--- src/rtl/clkdiv_pkg.sv ---
`timescale 1ns/1ps
package clkdiv_pkg;
  localparam int unsigned DATA_W        = 32;
  localparam int unsigned RATIO_W       = 6;
  localparam int unsigned RATIO_MIN     = 4;
  localparam int unsigned RATIO_ODD_TOP = 6;
  localparam int unsigned RATIO_MAX     = 8;

  function automatic logic [RATIO_W-1:0] clamp_ratio(input logic [RATIO_W-1:0] r);
    if (r < RATIO_W'(RATIO_MIN))     return RATIO_W'(RATIO_MIN);
    if (r > RATIO_W'(RATIO_ODD_TOP)) return RATIO_W'(RATIO_MAX);
    return r;
  endfunction
endpackage

--- src/rtl/clkdiv_regs.sv ---
`timescale 1ns/1ps
module clkdiv_regs
  import clkdiv_pkg::*;
#(
  parameter int unsigned ADDR_W     = 4,
  parameter int unsigned CTRL_ADDR  = 0,
  parameter int unsigned RATIO_ADDR = 8,
  parameter int unsigned CH_IDX     = 1,
  parameter int unsigned EN_BASE    = 24,
  parameter int unsigned TRIG_BIT   = 8,
  parameter int unsigned RATIO_LSB  = 8
) (
  input  logic               clk_i,
  input  logic               rst_ni,
  input  logic               we_i,
  input  logic [ADDR_W-1:0]  addr_i,
  input  logic [DATA_W-1:0]  wdata_i,
  output logic [DATA_W-1:0]  rdata_o,
  output logic               en_o,
  output logic               reload_o,
  output logic [RATIO_W-1:0] ratio_o
);
  localparam int unsigned EN_BIT = EN_BASE + CH_IDX;
  localparam logic [DATA_W-1:0] RATIO_RST = DATA_W'(RATIO_MIN) << RATIO_LSB;

  logic [DATA_W-1:0] ctrl_q, ratio_q;
  logic              trig_d_q;

  wire sel_ctrl  = (addr_i == ADDR_W'(CTRL_ADDR));
  wire sel_ratio = (addr_i == ADDR_W'(RATIO_ADDR));

  always_ff @(posedge clk_i or negedge rst_ni) begin
    if (!rst_ni) begin
      ctrl_q   <= '0;
      ratio_q  <= RATIO_RST;
      trig_d_q <= 1'b0;
    end else begin
      trig_d_q <= ctrl_q[TRIG_BIT];
      if (we_i && sel_ctrl)  ctrl_q  <= wdata_i;
      if (we_i && sel_ratio) ratio_q <= wdata_i;
    end
  end

  always_comb begin
    rdata_o = '0;
    if (sel_ctrl)       rdata_o = ctrl_q;
    else if (sel_ratio) rdata_o = ratio_q;
  end

  assign en_o     = ctrl_q[EN_BIT];
  // reload only on a fresh trigger edge with the channel's force bit set
  assign reload_o = ctrl_q[TRIG_BIT] & ~trig_d_q & ctrl_q[CH_IDX];
  assign ratio_o  = clamp_ratio(ratio_q[RATIO_LSB +: RATIO_W]);


  ctrl_hold_chk: assert property (@(posedge clk_i) disable iff (!rst_ni)
    !(we_i && sel_ctrl) |=> $stable(ctrl_q));

  ratio_hold_chk: assert property (@(posedge clk_i) disable iff (!rst_ni)
    !(we_i && sel_ratio) |=> $stable(ratio_q));

  reload_single_chk: assert property (@(posedge clk_i) disable iff (!rst_ni)
    reload_o |=> !reload_o);
endmodule

--- src/rtl/clkdiv_core.sv ---
`timescale 1ns/1ps
module clkdiv_core
  import clkdiv_pkg::*;
(
  input  logic               clk_i,
  input  logic               rst_ni,
  input  logic               en_i,
  input  logic               reload_i,
  input  logic [RATIO_W-1:0] ratio_i,
  output logic               div_clk_o,
  output logic               tick_o
);
  logic [RATIO_W-1:0] act_q, pend_q, cnt_q;
  logic               pend_vld_q, run_q;

  wire last     = (cnt_q == act_q - RATIO_W'(1));
  wire boundary = !run_q || last;

  always_ff @(posedge clk_i or negedge rst_ni) begin
    if (!rst_ni) begin
      act_q      <= RATIO_W'(RATIO_MIN);
      pend_q     <= RATIO_W'(RATIO_MIN);
      pend_vld_q <= 1'b0;
      run_q      <= 1'b0;
      cnt_q      <= '0;
    end else begin
      if (reload_i) begin
        pend_q     <= ratio_i;
        pend_vld_q <= 1'b1;
      end
      if (boundary) begin
        cnt_q <= '0;
        run_q <= en_i;
        // swap only between periods; a reload in this cycle waits one more
        if (pend_vld_q && !reload_i) begin
          act_q      <= pend_q;
          pend_vld_q <= 1'b0;
        end
      end else begin
        cnt_q <= cnt_q + RATIO_W'(1);
      end
    end
  end

  assign div_clk_o = run_q && (cnt_q < (act_q >> 1));
  assign tick_o    = run_q && (cnt_q == '0);


  act_legal_chk: assert property (@(posedge clk_i) disable iff (!rst_ni)
    (act_q == 6'd4) || (act_q == 6'd5) || (act_q == 6'd6) || (act_q == 6'd8));

  cnt_range_chk: assert property (@(posedge clk_i) disable iff (!rst_ni)
    run_q |-> cnt_q < act_q);

  act_hold_chk: assert property (@(posedge clk_i) disable iff (!rst_ni)
    (run_q && cnt_q != '0) |-> $stable(act_q));

  stop_low_chk: assert property (@(posedge clk_i) disable iff (!rst_ni)
    (run_q && last && !en_i) |=> (!div_clk_o && !tick_o));
endmodule

--- src/rtl/clkdiv_reload_top.sv ---
`timescale 1ns/1ps
module clkdiv_reload_top
  import clkdiv_pkg::*;
#(
  parameter int unsigned ADDR_W = 4
) (
  input  logic              clk_i,
  input  logic              rst_ni,
  input  logic              we_i,
  input  logic [ADDR_W-1:0] addr_i,
  input  logic [DATA_W-1:0] wdata_i,
  output logic [DATA_W-1:0] rdata_o,
  output logic              div_clk_o,
  output logic              tick_o
);
  logic               en, reload;
  logic [RATIO_W-1:0] ratio;

  clkdiv_regs #(
    .ADDR_W(ADDR_W), .CTRL_ADDR(0), .RATIO_ADDR(8), .CH_IDX(1),
    .EN_BASE(24), .TRIG_BIT(8), .RATIO_LSB(8)
  ) u_regs (
    .clk_i(clk_i), .rst_ni(rst_ni), .we_i(we_i), .addr_i(addr_i),
    .wdata_i(wdata_i), .rdata_o(rdata_o), .en_o(en),
    .reload_o(reload), .ratio_o(ratio)
  );

  clkdiv_core u_core (
    .clk_i(clk_i), .rst_ni(rst_ni), .en_i(en), .reload_i(reload),
    .ratio_i(ratio), .div_clk_o(div_clk_o), .tick_o(tick_o)
  );
endmodule

--- config.mk ---
export PLATFORM = sky130hd
export DESIGN_NAME = clkdiv_reload_top
export DESIGN_NICKNAME = d
export VERILOG_FILES = /design/src/rtl/clkdiv_pkg.sv /design/src/rtl/clkdiv_regs.sv /design/src/rtl/clkdiv_core.sv /design/src/rtl/clkdiv_reload_top.sv
export SDC_FILE = /design/constraint.sdc
export NUM_CORES = 1
export LEC_CHECK = 0
export BUFFER_PORTS_ARGS = -buffer_cell sky130_fd_sc_hd__buf_2
export CORE_MARGIN = 1.5
export CORE_UTILIZATION = 47
export DETAILED_ROUTE_END_ITERATION = 16
export GPL_TIMING_DRIVEN = 0
export PLACE_DENSITY = 0.82
export SLEW_MARGIN = 10
export SYNTH_ARGS = -nofsm -noshare
export SYNTH_HDL_FRONTEND = slang
export SYNTH_SLANG_ARGS = --single-unit
export TNS_END_PERCENT = 5
--- constraint.sdc ---
create_clock -name clk_i -period 2.7 [get_ports clk_i]
set_input_delay 0.81 -clock clk_i [delete_from_list [all_inputs] [get_ports clk_i]]
set_output_delay 0.81 -clock clk_i [all_outputs]
set_load 0.1 [all_outputs]
==> flow_summary.toml <==
[die]
dieWidth_um = 92.7
num_rows = 32
core_um2 = 7770
die_area_um2 = 8590
floorplan.initialDensity_pct = 48.6
num_io_pins = 73
die_h_um = 92.7

[grt]
grt-ovfl-total = 0
grt_pass1_wl_um = 13200
track_usage_pct = 19.8
grt_max_degree = 55
grt_antenna_before_repair = 0
grt_pass1_vias = 2725

[logic_synthesis]
synth_area_leaders = "dfrtp_1 (54%), mux2_2 (20%), a22o_1 (7.4%), ha_1 (2.3%), dfstp_2 (2.1%)"
ys.flop_type = "dfrtp_1"
yosys_warnings = 0
synth-edff-count = 0
synth_top_area_share_pct = 54.3
yosysUniqueCellTypes = 37
syn_avg_cell_area_um2 = 13.9
ys_ff_latch = 85
ys_seq_area_share_pct = 56.4
async_flop_share_pct = 100
yosys.area.top_type = "dfrtp_1"
synth_fp_nets = 317
netlist_instances = 271
syn_area_um2 = 3780

[placed_design]
dp.cells = 446
hpwl_um = 5470
gp_congestion = 0.721
placed_area_um2 = 4360
io_buffer_count = 72
place_ws_ns = -0.712

[power_and_ir_drop]
finalPower_mw = 4.03
ir_drop_uv = 511
powerDensity_nw_per_um2 = 827
leakage_nw = 2.28

[timing]
fin_skew_ns = 0.0105
period_minus_slack_ns = 2.93
whs_ns = 0.395
setup-tns-final_ns = -4.19
worst_slack_ns = -0.228
setup_viol_count_final = 31
rsz0062_at_grt = "yes"
period_share_pct = 108
fmax_mhz = 342
worst_pin_slew_ns = 0.612
hold_viol = 0
drv_slew = 0
slew_headroom_pct = 59.2

[clock_tree]
htree_levels = 3
clock_sinks = 85
cts_tree = "built"
clkLatencyLatePin_ns = 0.35
numCtsBuffers = 9
cts_buffer_depth = 2
cts_hold_buf = 0
clkSlewWorstSetupHoldPaths_ns = 0.08
cts-root-buf = "clkbuf_8"

[drt]
antenna_left = 0
wl_um = 7910
drtIter0Drc = 141
wl_per_cell_um = 17.0
firstDrtPassIters = 4
drc = 0
vias_per_cell = 5.41
vias = 2508

[final_layout]
most-common-layout-cells = "dfrtp_1 (82), mux2_2 (67), buf_2 (39)"
regArea_um2 = 2130
drive_gt1_share_pct = 57.2
multi_input_area_um2 = 1660
fillCellCount = 589
nets = 403
finalInstanceArea_um2 = 4870
layout_commonest_cell = "dfrtp_1"
antenna_cells = 0
syn_to_final_growth_pct = 28.9
utilization_pct = 62.7
instances_no_fill = 464

[critical_path]
worstPathRequired_ns = 1.89
worst_setup_path_end_kind = "output pin"
critPathLaunchType = "flop"
path_max_fanout = 2
critical_path_class = "reg2out"
crit_arrival_ns = 2.12

[outcome]
status = "finished, violations left"
violations = "setup timing"

[flow_run]
max-cap-violations = 0

[worst_hold_path]
hold_class = "in2async"
-- state kept, by name, indices dropped and copies added (netlist names) --
| signal | cells |
|---|---|
| u_core.cnt_q | 6 |
| u_regs.ctrl_q | 32 |
| u_regs.ratio_q | 32 |
| u_regs.trig_d_q | 1 |
| u_core.pend_vld_q | 1 |
| u_core.pend_q | 6 |
| u_core.act_q | 6 |
| u_core.run_q | 1 |
-- worst paths after layout --
| check | startpoint | end | slack, ns | depth (start not counted) |
|---|---|---|---|---|
| max in group asynchronous | rst_ni | u_core.pend_q[2] | 1.66 | 2 |
| max | u_core.act_q[2] | div_clk_o | -0.23 | 7 |
| min in group clk_i | u_regs.ctrl_q[8] | u_regs.trig_d_q | 0.43 | 0 |
| min | rst_ni | u_regs.ratio_q[6] | 0.40 | 1 |
| max reg2reg | u_core.act_q[2] | u_core.act_q[5] | 0.39 | 6 |
| min reg2reg | u_regs.ctrl_q[8] | u_regs.trig_d_q | 0.43 | 0 |
-- critical path: stages (launching register included) --
cell      delay, ns
dfstp_2        0.56
inv_2          0.05
ha_4           0.22
a21o_1         0.17
a21o_1         0.16
a21o_1         0.18
a211oi_4       0.24
buf_12         0.21
-- layer usage --
| metal | vias to the layer above | track usage, % | routed length, µm |
|---|---|---|---|
| li1 | 1160 | - | - |
| met1 | 1280 | 24.2 | 3310 |
| met2 | 57 | 33.2 | 4030 |
| met3 | 11 | 6.49 | 451 |
| met4 | 0 | 6.57 | 108 |
| met5 | - | 0 | 0 |
-- cells in the mapped netlist (2+ instances only) --
cell,n
and2_1,2
xnor2_1,6
clkbuf_1,6
nand2_1,5
mux2_1,2
a21o_1,4
a22o_1,32
dfrtp_1,82
nand3_1,2
mux2_2,67
nor2_1,7
nand2b_1,4
a32o_1,2
dfstp_2,3
ha_1,7
buf_1,5
inv_1,10
a21oi_1,2
xor2_1,5
-- power by group --
part / internal (mW) / switching (mW)
logic: 0.578 / 0.671
registers: 1.59 / 0.248
clock network: 0.503 / 0.437
-- layout make-up --
| cell class | count | area share [%] |
|---|---|---|
| Buffer | 12 | 1.41 |
| Clock buffer | 13 | 3.47 |
| Sequential cell | 85 | 43.8 |
| Clock inverter | 3 | 0.874 |
| Inverter | 10 | 0.771 |
| Timing Repair Buffer | 75 | 13.0 |
| Tap cell | 102 | 2.62 |
| Multi-Input combinational cell | 164 | 34.1 |
-- cell families (layout without fill, tap and decap cells) --
kind of cell / count (synthesis) / count (layout) / synth area share (%)
xor gates and xnor gates: 12 / 12 / 3.18
and+or+nand+nor: 30 / 30 / 4.67
buffers and inverters: 22 / 113 / 2.22
DFF: 85 / 85 / 56.4
muxes: 70 / 70 / 20.8
AOI/OAI and AO/OA: 45 / 45 / 10.4
adders and majority gates: 7 / 7 / 2.32
-- timing repair --
action	CTS	global route
resized for setup	52	41
pin swaps	5	1
setup endpoints to repair	33	33
buffers inserted	1	1
(Power assumes the default switching activity.)
